## config.mk

```make
export PLATFORM = sky130hd
export DESIGN_NAME = bst_tracker
export DESIGN_NICKNAME = d
export VERILOG_FILES = /design/src/rtl/bst_pkg.sv /design/src/rtl/bst_bank_state.sv /design/src/rtl/bst_ctrl.sv /design/src/rtl/bst_tracker.sv
export SDC_FILE = /design/constraint.sdc
export NUM_CORES = 1
export LEC_CHECK = 0
export ABC_AREA = 1
export BUFFER_PORTS_ARGS = -buffer_cell sky130_fd_sc_hd__buf_2
export CAP_MARGIN = 30
export CORE_AREA = 2 2 183 185
export DETAILED_ROUTE_END_ITERATION = 12
export DIE_AREA = 0 0 185 187
export GPL_TIMING_DRIVEN = 0
export PLACE_DENSITY = 0.41
export SLEW_MARGIN = 10
export SYNTH_ARGS = -nofsm -noshare
export SYNTH_HDL_FRONTEND = slang
export SYNTH_SLANG_ARGS = --single-unit
```

## constraint.sdc

```tcl
create_clock -name clk -period 5.58 [get_ports clk]
set_clock_uncertainty 0.05 [all_clocks]
set_input_delay 0.558 -clock clk [delete_from_list [all_inputs] [get_ports clk]]
set_output_delay 0.558 -clock clk [all_outputs]
set_load 0.01 [all_outputs]
```

## src/rtl/bst_pkg.sv

```systemverilog
package bst_pkg;

  typedef enum logic [2:0] {
    OP_IDLE = 3'd0,
    OP_ACT  = 3'd1,
    OP_PRE  = 3'd2,
    OP_RD   = 3'd3,
    OP_WR   = 3'd4,
    OP_CNOP = 3'd5,
    OP_XPRE = 3'd6
  } cmdOp_e;

  typedef enum logic [1:0] {
    ERR_NONE     = 2'd0,
    ERR_CONFLICT = 2'd1,
    ERR_CLOSED   = 2'd2,
    ERR_XPRE     = 2'd3
  } errCode_e;

  // strobes from control to the bank-state datapath
  typedef struct packed {
    logic     openBank;
    logic     closeBank;
    logic     errStb;
    errCode_e errCode;
  } ctrlStb_t;

endpackage

```

## src/rtl/bst_bank_state.sv

```systemverilog
module bst_bank_state
  import bst_pkg::*;
#(
  parameter int NUM_BANKS = 16,
  parameter int ROW_W     = 9,
  parameter int MAX_OPEN  = 4,
  localparam int BANK_W   = $clog2(NUM_BANKS),
  localparam int CNT_W    = $clog2(NUM_BANKS + 1)
) (
  input  logic                       clk,
  input  logic                       rst,
  input  ctrlStb_t                   stb,
  input  logic [BANK_W-1:0]          cmdBank,
  input  logic [ROW_W-1:0]           cmdRow,
  output logic [NUM_BANKS-1:0]       bankOpen,
  output logic [NUM_BANKS*ROW_W-1:0] openRows,
  output logic [NUM_BANKS-1:0]       blocked,
  output logic                       atLimit
);

  logic [NUM_BANKS-1:0] lowerOpen;
  logic [NUM_BANKS-1:0] upperOpen;
  logic [CNT_W-1:0]     openCount;

  genvar gi;
  generate
    for (gi = 0; gi < NUM_BANKS; gi++) begin : g_bank
      logic             isOpen;
      logic [ROW_W-1:0] rowReg;
      logic             hit;

      assign hit = (cmdBank == BANK_W'(gi));

      always_ff @(posedge clk) begin
        if (rst) begin
          isOpen <= 1'b0;
          rowReg <= '0;
        end else if (stb.openBank && hit) begin
          isOpen <= 1'b1;
          rowReg <= cmdRow;
        end else if (stb.closeBank && hit) begin
          isOpen <= 1'b0;
        end
      end

      assign bankOpen[gi]                   = isOpen;
      assign openRows[gi*ROW_W +: ROW_W]    = rowReg;
    end
  endgenerate

  // buffer k is shared by banks k-1 and k: a bank is blocked when it or a neighbour is open
  assign lowerOpen = {bankOpen[NUM_BANKS-2:0], 1'b0};
  assign upperOpen = {1'b0, bankOpen[NUM_BANKS-1:1]};
  assign blocked   = bankOpen | lowerOpen | upperOpen;

  always_comb begin
    openCount = '0;
    for (int i = 0; i < NUM_BANKS; i++) begin
      openCount = openCount + CNT_W'(bankOpen[i]);
    end
  end

  assign atLimit = (openCount >= CNT_W'(MAX_OPEN));

endmodule

```

## src/rtl/bst_ctrl.sv

```systemverilog
module bst_ctrl
  import bst_pkg::*;
#(
  parameter int NUM_BANKS = 16,
  localparam int BANK_W   = $clog2(NUM_BANKS)
) (
  input  logic                 clk,
  input  logic                 rst,
  input  logic                 cmdValid,
  input  logic [2:0]           cmdOp,
  input  logic [BANK_W-1:0]    cmdBank,
  input  logic                 cmdMask,
  input  logic                 cmdAutoPre,
  input  logic [NUM_BANKS-1:0] bankOpen,
  input  logic [NUM_BANKS-1:0] blocked,
  input  logic                 atLimit,
  output ctrlStb_t             stb,
  output logic                 errValid,
  output logic [1:0]           errCode
);

  cmdOp_e op;
  logic   selOpen;
  logic   xpOk;
  logic   xpNext;

  assign op      = cmdOp_e'(cmdOp);
  assign selOpen = bankOpen[cmdBank];

  always_comb begin
    stb = '{openBank: 1'b0, closeBank: 1'b0, errStb: 1'b0, errCode: ERR_NONE};
    if (cmdValid) begin
      case (op)
        OP_ACT: begin
          if (blocked[cmdBank] || atLimit) begin
            stb.errStb  = 1'b1;
            stb.errCode = ERR_CONFLICT;
          end else begin
            stb.openBank = 1'b1;
          end
        end
        OP_PRE:  stb.closeBank = 1'b1;
        OP_RD, OP_WR: begin
          if (!selOpen) begin
            stb.errStb  = 1'b1;
            stb.errCode = ERR_CLOSED;
          end else begin
            stb.closeBank = cmdAutoPre;
          end
        end
        OP_CNOP: stb.closeBank = cmdAutoPre;
        OP_XPRE: begin
          if (!xpOk) begin
            stb.errStb  = 1'b1;
            stb.errCode = ERR_XPRE;
          end else begin
            stb.closeBank = 1'b1;
          end
        end
        default: ;
      endcase
    end
  end

  // extended precharge is allowed only after an accepted read or unmasked write
  always_comb begin
    xpNext = xpOk;
    if (cmdValid) begin
      xpNext = selOpen && ((op == OP_RD) || ((op == OP_WR) && !cmdMask));
    end
  end

  always_ff @(posedge clk) begin
    if (rst) begin
      xpOk     <= 1'b0;
      errValid <= 1'b0;
      errCode  <= 2'd0;
    end else begin
      xpOk     <= xpNext;
      errValid <= stb.errStb;
      errCode  <= stb.errCode;
    end
  end

endmodule

```

## src/rtl/bst_tracker.sv

```systemverilog
module bst_tracker
  import bst_pkg::*;
#(
  parameter int NUM_BANKS = 16,
  parameter int ROW_W     = 9,
  parameter int MAX_OPEN  = 4,
  localparam int BANK_W   = $clog2(NUM_BANKS)
) (
  input  logic                       clk,
  input  logic                       rst,
  input  logic                       cmdValid,
  input  logic [2:0]                 cmdOp,
  input  logic [BANK_W-1:0]          cmdBank,
  input  logic [ROW_W-1:0]           cmdRow,
  input  logic                       cmdMask,
  input  logic                       cmdAutoPre,
  output logic [NUM_BANKS-1:0]       bankOpen,
  output logic [NUM_BANKS*ROW_W-1:0] openRows,
  output logic                       errValid,
  output logic [1:0]                 errCode
);

  ctrlStb_t             stb;
  logic [NUM_BANKS-1:0] blocked;
  logic                 atLimit;

  bst_ctrl #(.NUM_BANKS(NUM_BANKS)) u_ctrl (
    .clk(clk), .rst(rst), .cmdValid(cmdValid), .cmdOp(cmdOp), .cmdBank(cmdBank),
    .cmdMask(cmdMask), .cmdAutoPre(cmdAutoPre), .bankOpen(bankOpen),
    .blocked(blocked), .atLimit(atLimit), .stb(stb),
    .errValid(errValid), .errCode(errCode)
  );

  bst_bank_state #(.NUM_BANKS(NUM_BANKS), .ROW_W(ROW_W), .MAX_OPEN(MAX_OPEN)) u_state (
    .clk(clk), .rst(rst), .stb(stb), .cmdBank(cmdBank), .cmdRow(cmdRow),
    .bankOpen(bankOpen), .openRows(openRows), .blocked(blocked), .atLimit(atLimit)
  );

endmodule

```

==> results.json, run 1 <==
{
  "timing.final.max_slew_violations": 0,
  "max_freq_ghz": 0.189,
  "multi_input_area_um2": 3660,
  "worstMarginPinSlew_ns": 1.34,
  "ir_drop_uv": 205,
  "cap_violations": 0,
  "synth.yosys.seq_area_share": 0.407,
  "ctsRootBufferMaster": "sky130_fd_sc_hd__clkbuf_16",
  "detail-route-antenna-nets": 0,
  "placed_cells_incl_taps": 1831,
  "vias_per_cell": 4.01,
  "groute.layer.met1.usage": 0.229,
  "fp.dieArea_um2": 34600,
  "cts.sinks": 164,
  "coreArea_um2": 32900,
  "cts_tree": "built",
  "gpl_wtd_cong": 0.805,
  "final-hold-violation-count": 0,
  "synthDistinctLibCells": 30,
  "first_pass_iters": 5,
  "htree_num_levels": 4,
  "worst_hold_path.num_cells": 4,
  "via_count_of_the_first_global_routing_pass": 7033,
  "setup_slack_ns": 0.287,
  "yosys_warnings": 0,
  "drt_drc_violations_left": 0,
  "ioPinCount": 184,
  "placementRows": 67,
  "die_y_um": 187,
  "grt_pass1_wl_mm": 42.9,
  "grt_setup_unrepaired": "no",
  "place_worst_setup_slack_ns": 0.0934,
  "final_setup_vio_count": 0,
  "timing.critical_path.arrival_ns": 5.56,
  "setup.reg_to_reg.worst_slack_ns": 0.29,
  "outcome": "complete, no violations",
  "final_cell_count_no_fill": 1870,
  "path_max_fanout": 10,
  "register_area_um2": 3290,
  "post_synth_inst_count": 1209,
  "timing.reg2reg.worst_path_depth": 19,
  "fin_hold_ws_ns": 0.406,
  "floorplan.initialDensity": 0.245,
  "synth_nets": 1247,
  "critical_path_required_ns": 5.85,
  "path_class": "reg -> reg",
  "antenna_violations_before_repair": 0,
  "cts.path.max_buffers": 2,
  "layout-drive-gt1-share": 0.233,
  "overflow": 0,
  "final.period_utilization": 0.949,
  "start_kind": "flip-flop",
  "dp_hpwl_mm": 20.3,
  "postSynthRegisterBits": 164,
  "area_growth_syn_to_layout_pct": 27.1,
  "wirelength_mm": 28.3,
  "timing.final.crit_period_ns": 5.29,
  "hold_buf_cts": 0,
  "cp-end-kind": "flip-flop",
  "total_negative_setup_slacks_ns": 0,
  "hold_path.class": "in -> reg",
  "n_antenna_cell": 0,
  "die-width_um": 185,
  "tritoncts.num_buffers": 17,
  "clock_insertion_delay_worst_skew_ns": 0.43,
  "total_vias_in_the_final_route": 7504,
  "powerDensity_nw_per_um2": 251,
  "wl_per_cell_um": 15.1,
  "slew_headroom": 0.102,
  "clk_pin_slew_worst_paths_ns": 0.07,
  "n_fill_cell": 3725,
  "grt.met2_usage": 0.261,
  "maximum_number_of_pins_on_one_net_before_global_route_repair": 17,
  "cellLeakagePower_nw": 5.52,
  "synthesis.area_um2": 8060,
  "num-nets-final": 1447,
  "place.port_buffers": 171,
  "groute.layer.met3.usage": 0.0384,
  "detail_route.iter0.violations": 417,
  "grt.busiest_layer": "met2",
  "grt_util_all_layers": 0.165,
  "syn-mean-instance-area_um2": 6.67
}
==> cell usage after synthesis <==
cell type | n | area share
sky130_fd_sc_hd__buf_4 | 19 | 0.018
sky130_fd_sc_hd__nand3_1 | 27 | 0.017
sky130_fd_sc_hd__nand2_1 | 361 | 0.17
sky130_fd_sc_hd__a31oi_1 | 2 | 0.0016
sky130_fd_sc_hd__inv_2 | 2 | 0.00093
sky130_fd_sc_hd__clkbuf_1 | 19 | 0.0088
sky130_fd_sc_hd__nor2_1 | 277 | 0.13
sky130_fd_sc_hd__clkinv_1 | 1 | 0.00047
sky130_fd_sc_hd__nand3_2 | 7 | 0.0087
sky130_fd_sc_hd__o211ai_1 | 2 | 0.0019
sky130_fd_sc_hd__dfxtp_1 | 164 | 0.41
sky130_fd_sc_hd__ha_1 | 7 | 0.011
sky130_fd_sc_hd__buf_1 | 18 | 0.0084
sky130_fd_sc_hd__o21ai_0 | 7 | 0.0043
sky130_fd_sc_hd__fa_1 | 10 | 0.025
sky130_fd_sc_hd__nand2_2 | 4 | 0.0031
sky130_fd_sc_hd__buf_12 | 1 | 0.0025
sky130_fd_sc_hd__buf_6 | 11 | 0.015
sky130_fd_sc_hd__a22oi_1 | 1 | 0.00093
sky130_fd_sc_hd__a21oi_2 | 10 | 0.011
sky130_fd_sc_hd__buf_2 | 8 | 0.0050
sky130_fd_sc_hd__a21oi_1 | 13 | 0.0081
sky130_fd_sc_hd__nor2_2 | 41 | 0.032
sky130_fd_sc_hd__nand4_1 | 1 | 0.00078
sky130_fd_sc_hd__nor2_8 | 1 | 0.0025
sky130_fd_sc_hd__o21ai_1 | 1 | 0.00062
sky130_fd_sc_hd__nand3_4 | 10 | 0.022
sky130_fd_sc_hd__o21ai_2 | 1 | 0.0011
sky130_fd_sc_hd__inv_1 | 182 | 0.085
sky130_fd_sc_hd__nand2_4 | 1 | 0.0014
==> power by group <==
group	internal, mW	leakage, nW	switching [mW]
combinational	0.0318	3.90	0.108
clock	0.688	0.297	0.569
sequential	1.17	1.32	0.00335
==> logic make-up (layout without fill, tap and decap cells) <==
group,after synthesis,in the layout,share of synthesized area
AND/OR/NAND/NOR,730,730,0.384
buffers and inverters,261,474,0.144
flip-flops,164,164,0.407
AO/OA/AOI/OAI,37,37,0.0293
adder cells (fa/ha/maj),17,17,0.0357
==> through the flow <==
| stage | area [µm²] | util | power (mW) |
|---|---|---|---|
| 2_1_floorplan | 8060 | - | 1.28 |
| 3_3_place_gp | 9480 | 0.288 | 1.34 |
| 3_5_place_dp | 9520 | 0.290 | 1.35 |
| 4_1_cts | 10100 | 0.308 | 2.60 |
| 5_1_grt | 10200 | 0.312 | 2.67 |
| 6_report | 10200 | 0.312 | 2.58 |
==> metal layers <==
layer	up-vias	part of all wire	routed length, µm
met5	-	0	0
met4	0	0.0088	250
met3	17	0.057	1610
met2	189	0.45	12800
met1	3402	0.48	13600
li1	3896	-	-
==> layout make-up <==
class	count	share of cell area
Sequential cell	164	0.321
Tap cell	448	0.0547
Inverter	185	0.0678
Multi-Input combinational cell	784	0.358
Clock buffer	18	0.0429
Clock inverter	14	0.0164
Buffer	76	0.0468
Timing Repair Buffer	181	0.0931
==> worst paths after layout <==
kind | startpoint | to
max reg2reg | u_state.g_bank[1].isOpen | u_state.g_bank[9].rowReg[7]
max | u_state.g_bank[1].isOpen | u_state.g_bank[9].rowReg[7]
min | cmdMask | u_ctrl.xpOk
min reg2reg | u_ctrl.xpOk | u_ctrl.xpOk
==> registers in the layout, indices dropped and copies added, names as in the netlist <==
signal and count:
u_ctrl.errValid 1, u_state.g_bank.isOpen 16, u_ctrl.errCode 2, u_ctrl.xpOk 1, u_state.g_bank.rowReg 144
==> critical path, cell delays in order, from the launching register on <==
cell	delay, ns
sky130_fd_sc_hd__dfxtp_2	0.41
sky130_fd_sc_hd__inv_1	0.06
sky130_fd_sc_hd__ha_1	0.27
sky130_fd_sc_hd__inv_1	0.05
sky130_fd_sc_hd__fa_1	0.51
sky130_fd_sc_hd__fa_1	0.51
sky130_fd_sc_hd__fa_1	0.55
sky130_fd_sc_hd__fa_1	0.44
sky130_fd_sc_hd__fa_1	0.41
sky130_fd_sc_hd__fa_1	0.39
sky130_fd_sc_hd__nor2_1	0.09
sky130_fd_sc_hd__o21ai_0	0.09
sky130_fd_sc_hd__a21oi_1	0.16
sky130_fd_sc_hd__nand2_1	0.16
sky130_fd_sc_hd__nor2_8	0.25
sky130_fd_sc_hd__buf_4	0.16
sky130_fd_sc_hd__nand3_4	0.14
sky130_fd_sc_hd__buf_4	0.30
sky130_fd_sc_hd__nor2_1	0.10
sky130_fd_sc_hd__nor2_1	0.06
==> layout by cell type (no fill, tap or decap), drive strengths merged <==
| master | instances |
|---|---|
| a21oi | 23 |
| a22oi | 1 |
| a31oi | 2 |
| buf | 238 |
| bufinv | 2 |
| clkbuf | 37 |
| clkinv | 6 |
| clkinvlp | 1 |
| dfxtp | 164 |
| fa | 10 |
| ha | 7 |
| inv | 190 |
| nand2 | 366 |
| nand3 | 44 |
| nand4 | 1 |
| nor2 | 319 |
| o211ai | 2 |
| o21ai | 9 |
==> repair_timing <==
action | in CTS | in global routing
endpoints found under the setup margin | 0 | 132
buffers inserted | 0 | 6
gates resized for setup | 0 | 17
No activity file was read; power rests on OpenSTA's default activity.
==> run 2: changes to the inputs <==
--- a/config.mk
+++ b/config.mk
@@ -12,7 +12,7 @@
 export DETAILED_ROUTE_END_ITERATION = 12
 export DIE_AREA = 0 0 185 187
 export GPL_TIMING_DRIVEN = 0
-export PLACE_DENSITY = 0.41
+export PLACE_DENSITY_LB_ADDON = 0.25
 export SLEW_MARGIN = 10
 export SYNTH_ARGS = -nofsm -noshare
 export SYNTH_HDL_FRONTEND = slang
==> results.json, run 2 (synthesis results as in run 1) <==
{
  "outcome": "complete, no violations",
  "final_setup_vio_count": 0,
  "cap_violations": 0,
  "path_max_fanout": 10,
  "final-hold-violation-count": 0,
  "drt_drc_violations_left": 0,
  "placed_cells_incl_taps": 1830,
  "n_antenna_cell": 0,
  "timing.reg2reg.worst_path_depth": 19,
  "grt_setup_unrepaired": "no",
  "final.period_utilization": 0.949,
  "wirelength_mm": 27.3,
  "die_y_um": 187,
  "cts_tree": "built",
  "setup.reg_to_reg.worst_slack_ns": 0.28,
  "maximum_number_of_pins_on_one_net_before_global_route_repair": 17,
  "startpoint_of_the_most_critical_hold_path": "cmdMask",
  "grt_util_all_layers": 0.162,
  "via_count_of_the_first_global_routing_pass": 7035,
  "vias_per_cell": 3.96,
  "critical_path.most_common_cell": "sky130_fd_sc_hd__fa_1",
  "top_register": "u_state.g_bank.rowReg",
  "area_growth_syn_to_layout_pct": 26.7,
  "powerDensity_nw_per_um2": 244,
  "crit_slowest_cell": "sky130_fd_sc_hd__fa_1",
  "gpl_wtd_cong": 0.819,
  "slew_headroom": 0.0704,
  "total_vias_in_the_final_route": 7404,
  "reg2reg_from": "u_state.g_bank[0].isOpen",
  "place.port_buffers": 171,
  "critical_path_buf_inv_count": 4,
  "cellLeakagePower_nw": 5.50,
  "cts.path.max_buffers": 2,
  "grt_pass1_wl_mm": 41.6,
  "placementRows": 67,
  "critical_path_required_ns": 5.86,
  "worstMarginPinSlew_ns": 1.39,
  "wl_per_cell_um": 14.6,
  "num-nets-final": 1447,
  "mostFrequentLayoutCell": "sky130_fd_sc_hd__nand2_1",
  "largest_register_ff_count": 144,
  "htree_num_levels": 4,
  "tritoncts.num_buffers": 17,
  "clock_insertion_delay_worst_skew_ns": 0.43,
  "layout_top_registers": "u_state.g_bank.rowReg (144), u_state.g_bank.isOpen (16), u_ctrl.errCode (2)",
  "path_class": "reg -> reg",
  "cts.sinks": 164,
  "critical-path-top-delay-family": "adder cells",
  "die-width_um": 185,
  "cpPeakStageDelay_ns": 0.54,
  "final_cell_count_no_fill": 1870,
  "worstReg2RegEnd": "u_state.g_bank[1].rowReg[0]",
  "fp.dieArea_um2": 34600,
  "start_kind": "flip-flop",
  "timing.final.max_slew_violations": 0,
  "antenna_violations_before_repair": 0,
  "layout-drive-gt1-share": 0.232,
  "max_freq_ghz": 0.189,
  "ir_drop_uv": 205,
  "overflow": 0,
  "series_of_cell_instances_along_the_critical_path": "inv_1 -> ha_1 -> inv_1 -> fa_1 -> fa_1 -> fa_1 -> fa_1 -> fa_1 -> fa_1 -> nor2_1 -> o21ai_0 -> a21oi_1 -> nand2_1 -> nor2_8 -> buf_4 -> nand3_4 -> buf_2 -> nor2_1 -> nor2_1",
  "hold_path.class": "in -> reg",
  "floorplan.initialDensity": 0.245,
  "ioPinCount": 184,
  "ctsRootBufferMaster": "sky130_fd_sc_hd__clkbuf_16",
  "commonest_cells_after_routing_fill_and_taps_aside": "sky130_fd_sc_hd__nand2_1 (361), sky130_fd_sc_hd__nor2_1 (277), sky130_fd_sc_hd__inv_1 (182)",
  "dp_hpwl_mm": 19.8,
  "total_negative_setup_slacks_ns": 0,
  "timing.critical_path.arrival_ns": 5.58,
  "first_pass_iters": 5,
  "detail_route.iter0.violations": 354,
  "clk_pin_slew_worst_paths_ns": 0.07,
  "coreArea_um2": 32900,
  "hold_end": "u_ctrl.xpOk",
  "cp-end-kind": "flip-flop",
  "worst_hold_path.num_cells": 4,
  "layout.core_utilization": 0.311,
  "timing.final.crit_period_ns": 5.30,
  "detail-route-antenna-nets": 0
}
## run 2: cell count changes in the layout (fill, tap and decap cells not counted), sizes merged
cell | before | now
clkinvlp | 1 | 3
inv | 190 | 187
bufinv | 2 | 1
clkbuf | 37 | 38
clkinv | 6 | 7
## run 2: worst register-to-register path, stage by stage, from the launching register on
cell	delay, ns
sky130_fd_sc_hd__dfxtp_2	0.40
sky130_fd_sc_hd__inv_1	0.06
sky130_fd_sc_hd__ha_1	0.27
sky130_fd_sc_hd__inv_1	0.06
sky130_fd_sc_hd__fa_1	0.51
sky130_fd_sc_hd__fa_1	0.51
sky130_fd_sc_hd__fa_1	0.54
sky130_fd_sc_hd__fa_1	0.43
sky130_fd_sc_hd__fa_1	0.42
sky130_fd_sc_hd__fa_1	0.40
sky130_fd_sc_hd__nor2_1	0.10
sky130_fd_sc_hd__o21ai_0	0.09
sky130_fd_sc_hd__a21oi_1	0.17
sky130_fd_sc_hd__nand2_1	0.16
sky130_fd_sc_hd__nor2_8	0.22
sky130_fd_sc_hd__buf_4	0.15
sky130_fd_sc_hd__nand3_4	0.13
sky130_fd_sc_hd__buf_2	0.32
sky130_fd_sc_hd__nor2_1	0.13
sky130_fd_sc_hd__nor2_1	0.06
## run 2: through the flow
stage / total power, mW / worst slack (ns) / hold slack (ns) / area (µm²)
6_report: 2.49 / 0.282 / 0.382 / 10200
5_1_grt: 2.59 / 0.00796 / 0.396 / 10200
4_1_cts: 2.52 / 0.0753 / 0.367 / 10100
3_5_place_dp: 1.34 / 0.0989 / 0.428 / 9500
3_3_place_gp: 1.34 / 0.114 / 0.420 / 9480
2_1_floorplan: 1.28 / 0.785 / 0.407 / 8060
## run 2: cell type report
class                   count  area, µm²
inverters                 185        694
clock buffers              19        443
plain buffers              76        470
fillers                  3695      22600
multi-input cells         784       3660
well taps                 448        561
flip-flops and latches    164       3290
clock inverters            13        126
repair buffers            181        970
## run 2: what timing repair did
action | CTS | global route
endpoints found under the setup margin | 0 | 144
buffers inserted | 0 | 5
gates resized for setup | 0 | 12
hold buffers | 0 | 0
## run 2: metal layers
| layer | up-vias | global-route usage | share of wire |
|---|---|---|---|
| met4 | 0 | 0.0498 | 0.014 |
| met1 | 3337 | 0.225 | 0.50 |
| met5 | - | 0 | 0 |
| met3 | 19 | 0.0317 | 0.038 |
| met2 | 150 | 0.251 | 0.45 |
| li1 | 3898 | - | - |
## run 2: how the worst max path moves through the flow
stage                             startpoint                      endpoint  slack (ns)  depth (start not counted)
floorplan           u_state.g_bank[1].isOpen  u_state.g_bank[15].rowReg[8]        0.79                         19
global placement    u_state.g_bank[1].isOpen  u_state.g_bank[11].rowReg[7]        0.11                         18
detailed placement  u_state.g_bank[1].isOpen  u_state.g_bank[11].rowReg[7]         0.1                         18
CTS                 u_state.g_bank[0].isOpen  u_state.g_bank[11].rowReg[7]        0.08                         18
global route        u_state.g_bank[1].isOpen   u_state.g_bank[1].rowReg[0]       0.008                         19
finish              u_state.g_bank[0].isOpen   u_state.g_bank[1].rowReg[0]        0.28                         19
## run 2: power breakdown
part	switching (mW)	internal [mW]
combinational	0.107	0.0332
clock	0.537	0.634
sequential	0.00328	1.18
==> run 3: changes to the inputs <==
==> constraint.sdc (replaced) <==
create_clock -name clk -period 6.85 [get_ports clk]
set_clock_uncertainty 0.05 [all_clocks]
set_input_delay 0.685 -clock clk [delete_from_list [all_inputs] [get_ports clk]]
set_output_delay 0.685 -clock clk [all_outputs]
set_load 0.01 [all_outputs]
==> results.json, run 3 (synthesis results as in run 1) <==
{
  "outcome": "complete, no violations",
  "critical_path.most_common_cell": "sky130_fd_sc_hd__fa_1",
  "ir_drop_uv": 168,
  "tritoncts.num_buffers": 17,
  "critical-path-top-delay-family": "adder cells",
  "final-hold-violation-count": 0,
  "dp_hpwl_mm": 19.8,
  "clock_insertion_delay_worst_skew_ns": 0.44,
  "final_setup_vio_count": 0,
  "detailroute.wirelength.met3_mm": 1.10,
  "via_count_of_the_first_global_routing_pass": 7035,
  "detailroute.wirelength.met2_mm": 12.3,
  "floorplan.initialDensity": 0.245,
  "clk_pin_slew_worst_paths_ns": 0.07,
  "start_kind": "flip-flop",
  "antenna_violations_before_repair": 0,
  "slew_headroom": 0.353,
  "worstMarginPinSlew_ns": 0.967,
  "timing.final.crit_period_ns": 5.43,
  "overflow": 0,
  "path_max_fanout": 10,
  "setup.reg_to_reg.worst_slack_ns": 1.42,
  "worst_hold_path.num_cells": 2,
  "commonest_cells_after_routing_fill_and_taps_aside": "sky130_fd_sc_hd__nand2_1 (361), sky130_fd_sc_hd__nor2_1 (277), sky130_fd_sc_hd__inv_1 (182)",
  "path_class": "reg -> reg",
  "series_of_cell_instances_along_the_critical_path": "inv_1 -> ha_1 -> inv_1 -> fa_1 -> fa_1 -> fa_1 -> fa_1 -> fa_1 -> fa_1 -> nor2_1 -> o21ai_0 -> a21oi_1 -> nand2_1 -> nor2_8 -> nand3_2 -> buf_2 -> nor2_1 -> nor2_1",
  "maximum_number_of_pins_on_one_net_before_global_route_repair": 17,
  "detail-route-antenna-nets": 0,
  "gpl_wtd_cong": 0.819,
  "fp.dieArea_um2": 34600,
  "critical_path_buf_inv_count": 3,
  "cts_tree": "built",
  "die-width_um": 185,
  "layout-drive-gt1-share": 0.228,
  "timing.critical_path.arrival_ns": 5.71,
  "mostFrequentLayoutCell": "sky130_fd_sc_hd__nand2_1",
  "final.period_utilization": 0.792,
  "resized_cells_post_cts": 0,
  "topRoutingLayerUsed": "met4",
  "wl_per_cell_um": 14.6,
  "layout_top_registers": "u_state.g_bank.rowReg (144), u_state.g_bank.isOpen (16), u_ctrl.errCode (2)",
  "cellLeakagePower_nw": 5.47,
  "grt_setup_unrepaired": "no",
  "die_y_um": 187,
  "critical_path_required_ns": 7.13,
  "startpoint_of_the_most_critical_hold_path": "u_ctrl.xpOk",
  "htree_num_levels": 4,
  "cpPeakStageDelay_ns": 0.54,
  "hold_end": "u_ctrl.xpOk",
  "ioPinCount": 184,
  "drt_drc_violations_left": 0,
  "placementRows": 67,
  "postCtsSetupBuffers": 0,
  "timing.reg2reg.worst_path_depth": 18,
  "max_freq_ghz": 0.184,
  "finalPower_mw": 2.02,
  "area_growth_syn_to_layout_pct": 25.4,
  "grt_util_all_layers": 0.162,
  "cp-end-kind": "flip-flop",
  "cap_violations": 0,
  "m1WireLength_mm": 13.4,
  "hold_buf_cts": 0,
  "cts.path.max_buffers": 2,
  "reg2reg_from": "u_state.g_bank[1].isOpen",
  "coreArea_um2": 32900,
  "hold_path.class": "reg -> reg",
  "crit_slowest_cell": "sky130_fd_sc_hd__fa_1",
  "detail_route.iter0.violations": 374,
  "timing.final.max_slew_violations": 0,
  "total_negative_setup_slacks_ns": 0,
  "n_antenna_cell": 0,
  "wirelength_mm": 27.2,
  "num-nets-final": 1442,
  "first_pass_iters": 5,
  "grt_pass1_wl_mm": 41.6,
  "worstReg2RegEnd": "u_state.g_bank[11].rowReg[7]",
  "top_register": "u_state.g_bank.rowReg",
  "largest_register_ff_count": 144,
  "cts.sinks": 164,
  "ctsRootBufferMaster": "sky130_fd_sc_hd__clkbuf_16",
  "total_vias_in_the_final_route": 7422,
  "powerDensity_nw_per_um2": 200,
  "vias_per_cell": 3.98,
  "place.port_buffers": 171
}
==> run 3: worst min-delay path: stages, from the launching register on <==
cell and delay [ns]:
sky130_fd_sc_hd__dfxtp_1 0.32, sky130_fd_sc_hd__nand2_1 0.06, sky130_fd_sc_hd__a21oi_1 0.06
==> run 3: area by class of cell <==
type / instances / area (µm²)
Multi-Input combinational cell: 784 / 3620
Fill cell: 3701 / 22800
Buffer: 76 / 465
Tap cell: 448 / 561
Clock inverter: 13 / 126
Inverter: 185 / 694
Sequential cell: 164 / 3280
Timing Repair Buffer: 176 / 920
Clock buffer: 19 / 443
==> run 3: layer usage <==
metal | global-route usage | vias to the layer above
li1 | - | 3887
met1 | 0.225 | 3349
met2 | 0.251 | 164
met3 | 0.0317 | 22
met4 | 0.0498 | 0
met5 | 0 | -
==> run 3: per-stage QoR <==
stage / setup slack, ns / hold slack, ns / cell area [µm²] / utilization / instances
2_1_floorplan: 2.06 / 0.407 / 8060 / - / 1209
3_3_place_gp: 1.38 / 0.420 / 9480 / 0.288 / 1828
3_5_place_dp: 1.37 / 0.428 / 9500 / 0.289 / 1830
4_1_cts: 1.35 / 0.438 / 10100 / 0.307 / 1862
5_1_grt: 1.08 / 0.457 / 10100 / 0.308 / 1865
6_report: 1.42 / 0.436 / 10100 / 0.308 / 1865
==> run 3: worst max-delay path by stage <==
stage	startpoint	endpoint	slack, ns	cells after the start
after floorplan	u_state.g_bank[1].isOpen	u_state.g_bank[15].rowReg[8]	2.06	19
after global placement	u_state.g_bank[1].isOpen	u_state.g_bank[11].rowReg[7]	1.38	18
after detailed placement	u_state.g_bank[1].isOpen	u_state.g_bank[11].rowReg[7]	1.37	18
after CTS	u_state.g_bank[0].isOpen	u_state.g_bank[11].rowReg[7]	1.35	18
after global routing	u_state.g_bank[1].isOpen	u_state.g_bank[11].rowReg[5]	1.08	18
final	u_state.g_bank[1].isOpen	u_state.g_bank[11].rowReg[7]	1.42	18
==> run 3: where the power goes <==
| group | switching [mW] | total (mW) | internal (mW) |
|---|---|---|---|
| Combinational | 0.0859 | 0.111 | 0.0255 |
| Clock | 0.436 | 0.952 | 0.516 |
| Sequential | 0.00269 | 0.960 | 0.957 |
